### src/rtl/ckr_pkg.sv
package ckr_pkg;

    localparam int DATA_W_DEF = 32;
    localparam int ADDR_W_DEF = 8;
    localparam int KEY_W      = 8;
    localparam int KEY_LSB    = 1;

    localparam logic [7:0] OFS_CTRL  = 8'h30;
    localparam logic [7:0] OFS_KEY   = 8'h38;
    localparam logic [7:0] OFS_ALIAS = 8'h3C;

    localparam logic [KEY_W-1:0] KEY_ARM    = 8'hAE;
    localparam logic [KEY_W-1:0] KEY_DISARM = 8'hEA;

    typedef enum logic [1:0] {
        SEL_CTRL  = 2'd0,
        SEL_KEY   = 2'd1,
        SEL_ALIAS = 2'd2,
        SEL_NONE  = 2'd3
    } reg_sel_e;

    typedef enum logic [1:0] {
        KEY_NOP = 2'd0,
        KEY_SET = 2'd1,
        KEY_CLR = 2'd2
    } key_cmd_e;

    typedef struct packed {
        reg_sel_e sel;
        logic     wr;
        logic     rd;
    } bus_op_t;

    function automatic key_cmd_e classify_key(logic [KEY_W-1:0] b);
        if (b == KEY_ARM)    return KEY_SET;
        if (b == KEY_DISARM) return KEY_CLR;
        return KEY_NOP;
    endfunction

endpackage

### src/rtl/ckr_decode.sv
module ckr_decode
    import ckr_pkg::*;
#(
    parameter int ADDR_W = ADDR_W_DEF
) (
    input  logic [ADDR_W-1:0] addr,
    input  logic              wr_en,
    input  logic              rd_en,
    output bus_op_t           op,
    output logic              bad_access
);
    localparam logic [ADDR_W-1:0] A_CTRL  = ADDR_W'(OFS_CTRL);
    localparam logic [ADDR_W-1:0] A_KEY   = ADDR_W'(OFS_KEY);
    localparam logic [ADDR_W-1:0] A_ALIAS = ADDR_W'(OFS_ALIAS);

    reg_sel_e sel;

    always_comb begin
        if (addr == A_CTRL)       sel = SEL_CTRL;
        else if (addr == A_KEY)   sel = SEL_KEY;
        else if (addr == A_ALIAS) sel = SEL_ALIAS;
        else                      sel = SEL_NONE;
    end

    always_comb begin
        op.sel = sel;
        op.wr  = wr_en;
        op.rd  = rd_en;
        bad_access = ((wr_en || rd_en) && (sel == SEL_NONE))
                   || (rd_en && (sel == SEL_ALIAS));
    end

endmodule

### src/rtl/ckr_unlock.sv
module ckr_unlock
    import ckr_pkg::*;
(
    input  logic             clk,
    input  logic             rst,
    input  logic             key_we,
    input  logic [KEY_W-1:0] key_byte,
    output logic             armed
);
    key_cmd_e cmd;

    always_comb cmd = classify_key(key_byte);

    always_ff @(posedge clk) begin
        if (rst) begin
            armed <= 1'b0;
        end else if (key_we) begin
            case (cmd)
                KEY_SET: armed <= 1'b1;
                KEY_CLR: armed <= 1'b0;
                default: armed <= armed;
            endcase
        end
    end

    AST_KEY_ARMS: assert property (@(posedge clk) disable iff (rst)
        (key_we && key_byte == KEY_ARM) |=> armed);
    AST_KEY_DISARMS: assert property (@(posedge clk) disable iff (rst)
        (key_we && key_byte == KEY_DISARM) |=> !armed);
    AST_KEY_OTHER_HOLDS: assert property (@(posedge clk) disable iff (rst)
        (!key_we || (key_byte != KEY_ARM && key_byte != KEY_DISARM)) |=> $stable(armed));

endmodule

### src/rtl/ckr_ctrl_reg.sv
module ckr_ctrl_reg
    import ckr_pkg::*;
#(
    parameter int DATA_W = DATA_W_DEF
) (
    input  logic              clk,
    input  logic              rst,
    input  logic              direct_we,
    input  logic              alias_we,
    input  logic              armed,
    input  logic [DATA_W-1:0] wdata,
    output logic [DATA_W-1:0] ctrl_q
);
    logic clr_ok;
    logic [DATA_W-1:0] ctrl_d;

    always_comb clr_ok = alias_we && armed;

    for (genvar i = 0; i < DATA_W; i++) begin : g_bit
        always_comb begin
            if (direct_we)                 ctrl_d[i] = wdata[i];
            else if (clr_ok && wdata[i])   ctrl_d[i] = 1'b0;
            else                           ctrl_d[i] = ctrl_q[i];
        end
    end

    always_ff @(posedge clk) begin
        if (rst) ctrl_q <= '0;
        else     ctrl_q <= ctrl_d;
    end

    AST_DIRECT_LOAD: assert property (@(posedge clk) disable iff (rst)
        direct_we |=> ctrl_q == $past(wdata));
    AST_ALIAS_ONLY_CLEARS: assert property (@(posedge clk) disable iff (rst)
        (alias_we && !direct_we) |=> (ctrl_q & ~$past(ctrl_q)) == '0);
    AST_ALIAS_CLEARS_MARKED: assert property (@(posedge clk) disable iff (rst)
        (alias_we && armed && !direct_we) |=> (ctrl_q & $past(wdata)) == '0);
    AST_DISARMED_HOLDS: assert property (@(posedge clk) disable iff (rst)
        (alias_we && !armed && !direct_we) |=> $stable(ctrl_q));

endmodule

### src/rtl/keyed_clear_ctrl.sv
module keyed_clear_ctrl
    import ckr_pkg::*;
#(
    parameter int DATA_W = DATA_W_DEF,
    parameter int ADDR_W = ADDR_W_DEF
) (
    input  logic              clk,
    input  logic              rst,
    input  logic [ADDR_W-1:0] bus_addr,
    input  logic [DATA_W-1:0] bus_wdata,
    input  logic              bus_wr,
    input  logic              bus_rd,
    output logic [DATA_W-1:0] bus_rdata,
    output logic              bus_err,
    output logic [DATA_W-1:0] ctrl_word
);
    localparam int KEY_MSB = KEY_LSB + KEY_W - 1;

    initial begin
        if (DATA_W <= KEY_MSB) $error("DATA_W too narrow for the key field");
    end

    bus_op_t op;
    logic    bad;
    logic    armed;
    logic    key_we, direct_we, alias_we;
    logic [DATA_W-1:0] rd_mux;

    ckr_decode #(.ADDR_W(ADDR_W)) u_dec (
        .addr       (bus_addr),
        .wr_en      (bus_wr),
        .rd_en      (bus_rd),
        .op         (op),
        .bad_access (bad)
    );

    always_comb begin
        key_we    = op.wr && (op.sel == SEL_KEY);
        direct_we = op.wr && (op.sel == SEL_CTRL);
        alias_we  = op.wr && (op.sel == SEL_ALIAS);
    end

    ckr_unlock u_key (
        .clk      (clk),
        .rst      (rst),
        .key_we   (key_we),
        .key_byte (bus_wdata[KEY_MSB:KEY_LSB]),
        .armed    (armed)
    );

    ckr_ctrl_reg #(.DATA_W(DATA_W)) u_ctrl (
        .clk       (clk),
        .rst       (rst),
        .direct_we (direct_we),
        .alias_we  (alias_we),
        .armed     (armed),
        .wdata     (bus_wdata),
        .ctrl_q    (ctrl_word)
    );

    always_comb begin
        rd_mux = '0;
        if (op.rd) begin
            case (op.sel)
                SEL_CTRL: rd_mux = ctrl_word;
                SEL_KEY:  rd_mux = {{(DATA_W-1){1'b0}}, armed};
                default:  rd_mux = '0;
            endcase
        end
    end

    always_ff @(posedge clk) begin
        if (rst) begin
            bus_rdata <= '0;
            bus_err   <= 1'b0;
        end else begin
            bus_rdata <= rd_mux;
            bus_err   <= bad;
        end
    end

    AST_ERR_ZERO_DATA: assert property (@(posedge clk) disable iff (rst)
        bus_err |-> bus_rdata == '0);
    AST_KEY_READ_NARROW: assert property (@(posedge clk) disable iff (rst)
        (bus_rd && bus_addr == ADDR_W'(OFS_KEY)) |=> bus_rdata[DATA_W-1:1] == '0);
    AST_READ_BEFORE_WRITE: assert property (@(posedge clk) disable iff (rst)
        (bus_rd && bus_wr && bus_addr == ADDR_W'(OFS_CTRL)) |=> bus_rdata == $past(ctrl_word));
    AST_BAD_WRITE_INERT: assert property (@(posedge clk) disable iff (rst)
        (bus_wr && bad) |=> $stable(ctrl_word));

endmodule

### config.mk
export PLATFORM = sky130hd
export DESIGN_NAME = keyed_clear_ctrl
export DESIGN_NICKNAME = d
export VERILOG_FILES = /design/src/rtl/ckr_pkg.sv /design/src/rtl/ckr_decode.sv /design/src/rtl/ckr_unlock.sv /design/src/rtl/ckr_ctrl_reg.sv /design/src/rtl/keyed_clear_ctrl.sv
export SDC_FILE = /design/constraint.sdc
export NUM_CORES = 1
export LEC_CHECK = 0
export BUFFER_PORTS_ARGS = -buffer_cell sky130_fd_sc_hd__buf_4
export CORE_ASPECT_RATIO = 1.2
export CORE_MARGIN = 2
export CORE_UTILIZATION = 35
export CTS_CLUSTER_DIAMETER = 150
export CTS_CLUSTER_SIZE = 20
export DETAILED_ROUTE_END_ITERATION = 7
export SYNTH_ARGS = -nofsm -noshare
export SYNTH_HDL_FRONTEND = slang
export SYNTH_SLANG_ARGS = --single-unit
### constraint.sdc
create_clock -name clk -period 2.1 [get_ports clk]
set_input_delay 0 -clock clk [delete_from_list [all_inputs] [get_ports clk]]
set_output_delay 0 -clock clk [all_outputs]
set_load 0.005 [all_outputs]
# --- After elaboration in Yosys (flattened, before gate mapping) ---
# Index checks and enable logic that the tools add are counted.
# W data, S select, Z words.
op_classes:
  muxes: 76
  n_eq_ne: 10
  reduce_logical: 76
  bitwise_logic: 1
ops:
  columns: ["operator", "n"]
  rows:
  - ["$mux W1", 68]
  - ["$reduce_bool A2 Y1", 33]
  - ["$pmux W32 S2", 1]
  - ["$logic_and A1 B1 Y1", 38]
  - ["$eq A8 B6 Y1 const B", 3]
  - ["$eq A8 B8 Y1 const B", 2]
  - ["$mux W2", 6]
  - ["$eq A2 B2 Y1 const B", 3]
  - ["$eq A2 B1 Y1 const B", 2]
  - ["$logic_not A2 Y1", 1]
  - ["$logic_or A1 B1 Y1", 2]
  - ["$pmux W1 S2", 1]
  - ["$reduce_and A2 Y1", 1]
  - ["$reduce_or A2 Y1", 1]
  - ["$not A1 Y1", 1]
word_totals:
  regBits: 66
  inputBits: 44
  word_cells: 198

# --- Longest topological paths before layout ---
logic_depth:
  depth_word: 10
  mapped_depth: 6

# --- Hierarchy ---
# A second synthesis with hierarchy kept.
unflattened:
  hier_cells: 207
  hier_area_um2: 2573.7
modules_own_cells:
  columns: ["module", "instances", "area_each_um2", "seq_area_each_um2", "cells_per_inst"]
  rows:
  - ["ckr_ctrl_reg", 1, 1453.9, 640.6, 112]
  - ["keyed_clear_ctrl", 1, 960.9, 660.6, 75]
  - ["ckr_decode", 1, 81.3, 0.0, 11]
  - ["ckr_unlock", 1, 77.6, 20.0, 9]

# --- Worst setup path before layout ---
# OpenSTA, ideal clock, no wires.
synth_path:
  path_type: "input port to flip-flop"
  start: "in bus_addr[7]"
  end: "reg u_ctrl.ctrl_q[0]"
  stages: 6
  arrival_time_ns: 1.477
  setup_time_ns: 0.148
  n_path_buf: 2
  slack_ns: 0.475
  cell_sequence: "or4_4 -> or4_1 -> buf_6 -> buf_12 -> nor2_4 -> a2111oi_2"
synth_via:
  elab_chain_len: 9
  word_cells_on_any_way: 14
synth_rtl:
  columns: ["item", "line_no", "source"]
  rows:
  - ["from (decl)", "keyed_clear_ctrl.sv:9", "input logic [ADDR_W-1:0] bus_addr,"]
  - ["$eq A8 B6 Y1", "ckr_decode.sv:21", "else if (addr == A_ALIAS) sel = SEL_ALIAS;"]
  - ["$mux W1", "ckr_decode.sv:21", null]
  - ["$mux W2", "ckr_decode.sv:20", "else if (addr == A_KEY) sel = SEL_KEY;"]
  - ["$mux W2 (*)", "ckr_decode.sv:19", "if (addr == A_CTRL) sel = SEL_CTRL;"]
  - ["$eq A2 B2 Y1", "keyed_clear_ctrl.sv:40", "alias_we = op.wr && (op.sel == SEL_ALIAS);"]
  - ["$logic_and A1 B1 Y1", "keyed_clear_ctrl.sv:40", null]
  - ["$logic_and A1 B1 Y1", "ckr_ctrl_reg.sv:17", "always_comb clr_ok = alias_we && armed;"]
  - ["$logic_and A1 B1 Y1", "ckr_ctrl_reg.sv:22", "else if (clr_ok && wdata[i]) ctrl_d[i] = 1'b0;"]
  - ["$reduce_bool A2 Y1 (no line)", null, null]
  - ["to (signal assigned)", "ckr_ctrl_reg.sv:29", "else ctrl_q <= ctrl_d;"]
  - ["to (decl)", "ckr_ctrl_reg.sv:12", "output logic [DATA_W-1:0] ctrl_q"]
# Every way passes the cells marked *; elsewhere a longest branch is shown, timed or not.
# A chain may end at the register's enable or synchronous reset.

# --- Worst setup path in the final report ---
layout_path:
  start: "in bus_rd"
  end: "reg bus_err"
layout_via:
  elab_chain_len: 3
  word_cells_on_any_way: 4
layout_rtl:
  columns: ["item", "line_no", "source"]
  rows:
  - ["from (decl)", "keyed_clear_ctrl.sv:12", "input logic bus_rd,"]
  - ["$logic_or A1 B1 Y1", "ckr_decode.sv:29", "bad_access = ((wr_en || rd_en) && (sel == SEL_NONE))"]
  - ["$logic_and A1 B1 Y1", "ckr_decode.sv:29", null]
  - ["$logic_or A1 B1 Y1 (*)", "ckr_decode.sv:30", "|| (rd_en && (sel == SEL_ALIAS));"]
  - ["to (signal assigned)", "keyed_clear_ctrl.sv:75", "bus_err <= 1'b0;"]
  - ["to (signal assigned)", "keyed_clear_ctrl.sv:78", "bus_err <= bad;"]
  - ["to (decl)", "keyed_clear_ctrl.sv:14", "output logic bus_err,"]
# Marks and branches as above.

==> key figures <==
Run status
  – Status: finished, final reports clean

Pwr
  – Pwr/cell area: 624.5 mW/mm²
  – Maximum VDD drop: 548.0 µV
  – Static leakage: 1.660 nW

Logic synthesis
  – FFs w/ async S/R, synth: 0%
  – Seq/Total Area, Yosys: 47.21%
  – Number of synthesized flops with an enable pin: 0
  – Net Count, Synth: 279
  – Synth cell types: 32
  – Main flop type after synthesis: dfxtp_1
  – Synth warnings: 0
  – Syn Inst Count: 235
  – Mapped Area: 0.002799 mm²
  – Register bit count reported by yosys: 66
  – Synthesized area per cell: 11.91 µm²

Route
  – Routed Antenna Nets: 0
  – Via-per-instance ratio: 4.738
  – DRC viols: 0
  – Via count: 2,260
  – Drt pass-1 iters: 4
  – Drt first-iter violations: 43
  – Detailed Route WL: 6860 µm
  – Routed WL per cell: 14.38 µm

Clocking
  – CTS tree: built
  – Longest Clk Path Bufs: 2
  – CTS H-tree lvls: 3
  – TritonCTS Buffers: 9
  – Clk_lat worst skew: 0.34 ns
  – Clock Pin Slew Worst Setup and Hold Paths: 0.07 ns
  – Clock Sinks: 66
  – PostCTS Resize Cnt: 0
  – Root buffer cell: clkbuf_8

Finish
  – Final Cell Area: 0.004238 mm²
  – Commonest non-fill, non-tap cell in the layout: buf_4
  – Most frequent cells in the layout: 114 x buf_4, 66 x dfxtp_1, 35 x nor2_1, 35 x dlygate4sd3_1
  – Fin nets: 424
  – ANT cells: 0
  – Layout cell share with drive strength beyond 1: 51.43%
  – Area Growth Syn to Fin: 51.41%
  – Final core utilization: 54.98%

Placed design
  – GPL Wtd Cong: 0.7174
  – DP HPWL: 4519 µm
  – Placed cell areas: 0.003669 mm²
  – IO buf count: 108

Setup path
  – Critical path endpoint category: flip-flop
  – Worst Path Arrival: 1.93 ns
  – Crit path cell chain: dlygate4sd3_1, buf_4, nor2_1, dlygate4sd3_1, nor3_1, dlygate4sd3_1
  – Worst setup SP type: primary input
  – Critical path's slowest cell: dlygate4sd3_1
  – Capturing point of the worst reg2reg path: u_ctrl.ctrl_q[15]$_SDFFE_PP0P_
  – Crit Path Max Fanout: 4
  – Critical Path Most Common Cell: dlygate4sd3_1
  – R2r startpoint: u_key.armed$_SDFFE_PP0P_
  – Crit path kind: in -> reg
  – Reg2Reg Depth: 4
  – Worst Path Required: 2.33 ns
  – Reg2Reg Setup Slack: 0.92 ns
  – CP max stage delay: 0.57 ns

Floorplan
  – Rows: 35
  – Die height: 102.0 µm
  – Die area: 0.008731 mm²
  – Die Span X: 85.64 µm
  – Initial core utilization: 36.31%
  – # IOs: 109
  – Core area: 0.007707 mm²

STA
  – Pins Over Slew Limit: 0
  – Setup TNS: 0 ns
  – RSZ-0062 raised after global routing: false
  – Final hold violation count: 0
  – Worst-margin pin slew: 0.6061 ns
  – Final min period: 1.694 ns
  – Clk_skew: 0.005258 ns
  – Final setup viols: 0
  – Max-slew headroom: 59.60%
  – Max Fclk: 0.5903 GHz
  – Final worst-path cycle share: 80.67%

GRT
  – Largest net degree at the start of global routing: 37
  – Congestion Overflow GR: 0
  – Initial antenna violation count: 0
  – Wire length of the first global-routing pass: 11,360 µm
  – Vias in the first global route: 2,306
  – Total GRT Usage: 16.68%

Hold path
  – Endpoint, Worst Hold: bus_rdata[0]$_SDFF_PP0_
  – Worst Hold Depth: 3
  – Hold_sp: bus_addr[3]
  – Worst hold-check path type: in -> reg

Run
  – Max cap viols: 0
## how the worst max path moves through the flow
stage	startpoint	end	slack (ns)	depth (start not counted)
2_1_floorplan	bus_addr[7]	u_ctrl.ctrl_q[0]$_SDFFE_PP0P_	0.47	6
3_3_place_gp	bus_addr[7]	u_ctrl.ctrl_q[13]$_SDFFE_PP0P_	0.32	6
3_5_place_dp	bus_addr[7]	u_ctrl.ctrl_q[13]$_SDFFE_PP0P_	0.29	6
4_1_cts	bus_rd	bus_err$_SDFF_PP0_	0.44	6
5_1_grt	bus_rd	bus_err$_SDFF_PP0_	0.35	6
6_report	bus_rd	bus_err$_SDFF_PP0_	0.41	6
## layer usage
| layer | part of all wire (%) | global-route usage (%) | vias to the layer above |
|---|---|---|---|
| met5 | 0 | 0 | - |
| met4 | 1.6 | 6.960 | 0 |
| met3 | 6.9 | 4.362 | 10 |
| met2 | 49 | 29.27 | 73 |
| met1 | 42 | 19.29 | 1072 |
| li1 | - | - | 1105 |
## what timing repair did
action	4_1_cts	5_1_grt
setup buffers	0	0
endpoints found under the hold margin	34	0
hold buffers	35	0
## flip-flops by register name (all words and copies together) (netlist names)
signal         cells
bus_rdata         32
bus_err            1
u_key.armed        1
u_ctrl.ctrl_q     32
## cell usage after synthesis (2+ instances only)
cell type | count | area (µm²)
nor2_4 | 30 | 337.8
nor2_1 | 35 | 131.4
a21oi_1 | 2 | 10.01
mux2i_1 | 2 | 20.02
nand4b_1 | 2 | 17.52
buf_2 | 3 | 15.01
buf_12 | 3 | 60.06
clkbuf_2 | 3 | 15.01
dfxtp_1 | 66 | 1321
and2_1 | 31 | 193.9
inv_1 | 2 | 7.510
a2111oi_2 | 30 | 450.4
clkbuf_1 | 4 | 15.01
buf_6 | 4 | 45.04
## cells by family after synthesis
group           Yosys count  synth area share [%]
buf+inv                  19                 5.632
compound gates           35                 17.30
mux                       2                0.7153
simple gates            113                 29.15
flops                    66                 47.21
## worst max-delay path, delay by kind of cell
family,cells,cell delay (ns)
buf+inv,4,1.82
simple gates,2,0.11
## power by group
group          internal, mW  leakage [nW]  switching (mW)
Sequential             1.25         0.532         0.00137
Combinational         0.111          1.02          0.0884
Clock                 0.698         0.109           0.495
Total                  2.06          1.66           0.585
## area by class of cell
type	instances	area [µm²]
inverter	2	7.507
timing repair buffer	151	1246
tap	92	115.1
sequential	66	1321
multi-input combinational	150	1329
clock buffer	11	141.4
clock inverter	5	77.57
fill	675	3470
## metrics by stage
step	hold slack, ns	total power [mW]	setup slack (ns)	cells
floorplan	0.09270	1.319	0.4747	235
global placement	0.2001	1.429	0.3187	426
detailed placement	0.2017	1.430	0.2933	426
CTS	0.05416	2.679	0.4377	477
global route	0.1001	2.742	0.3458	477
finish	0.06760	2.647	0.4060	477
Note: power is estimated with default switching activity, not from simulation.
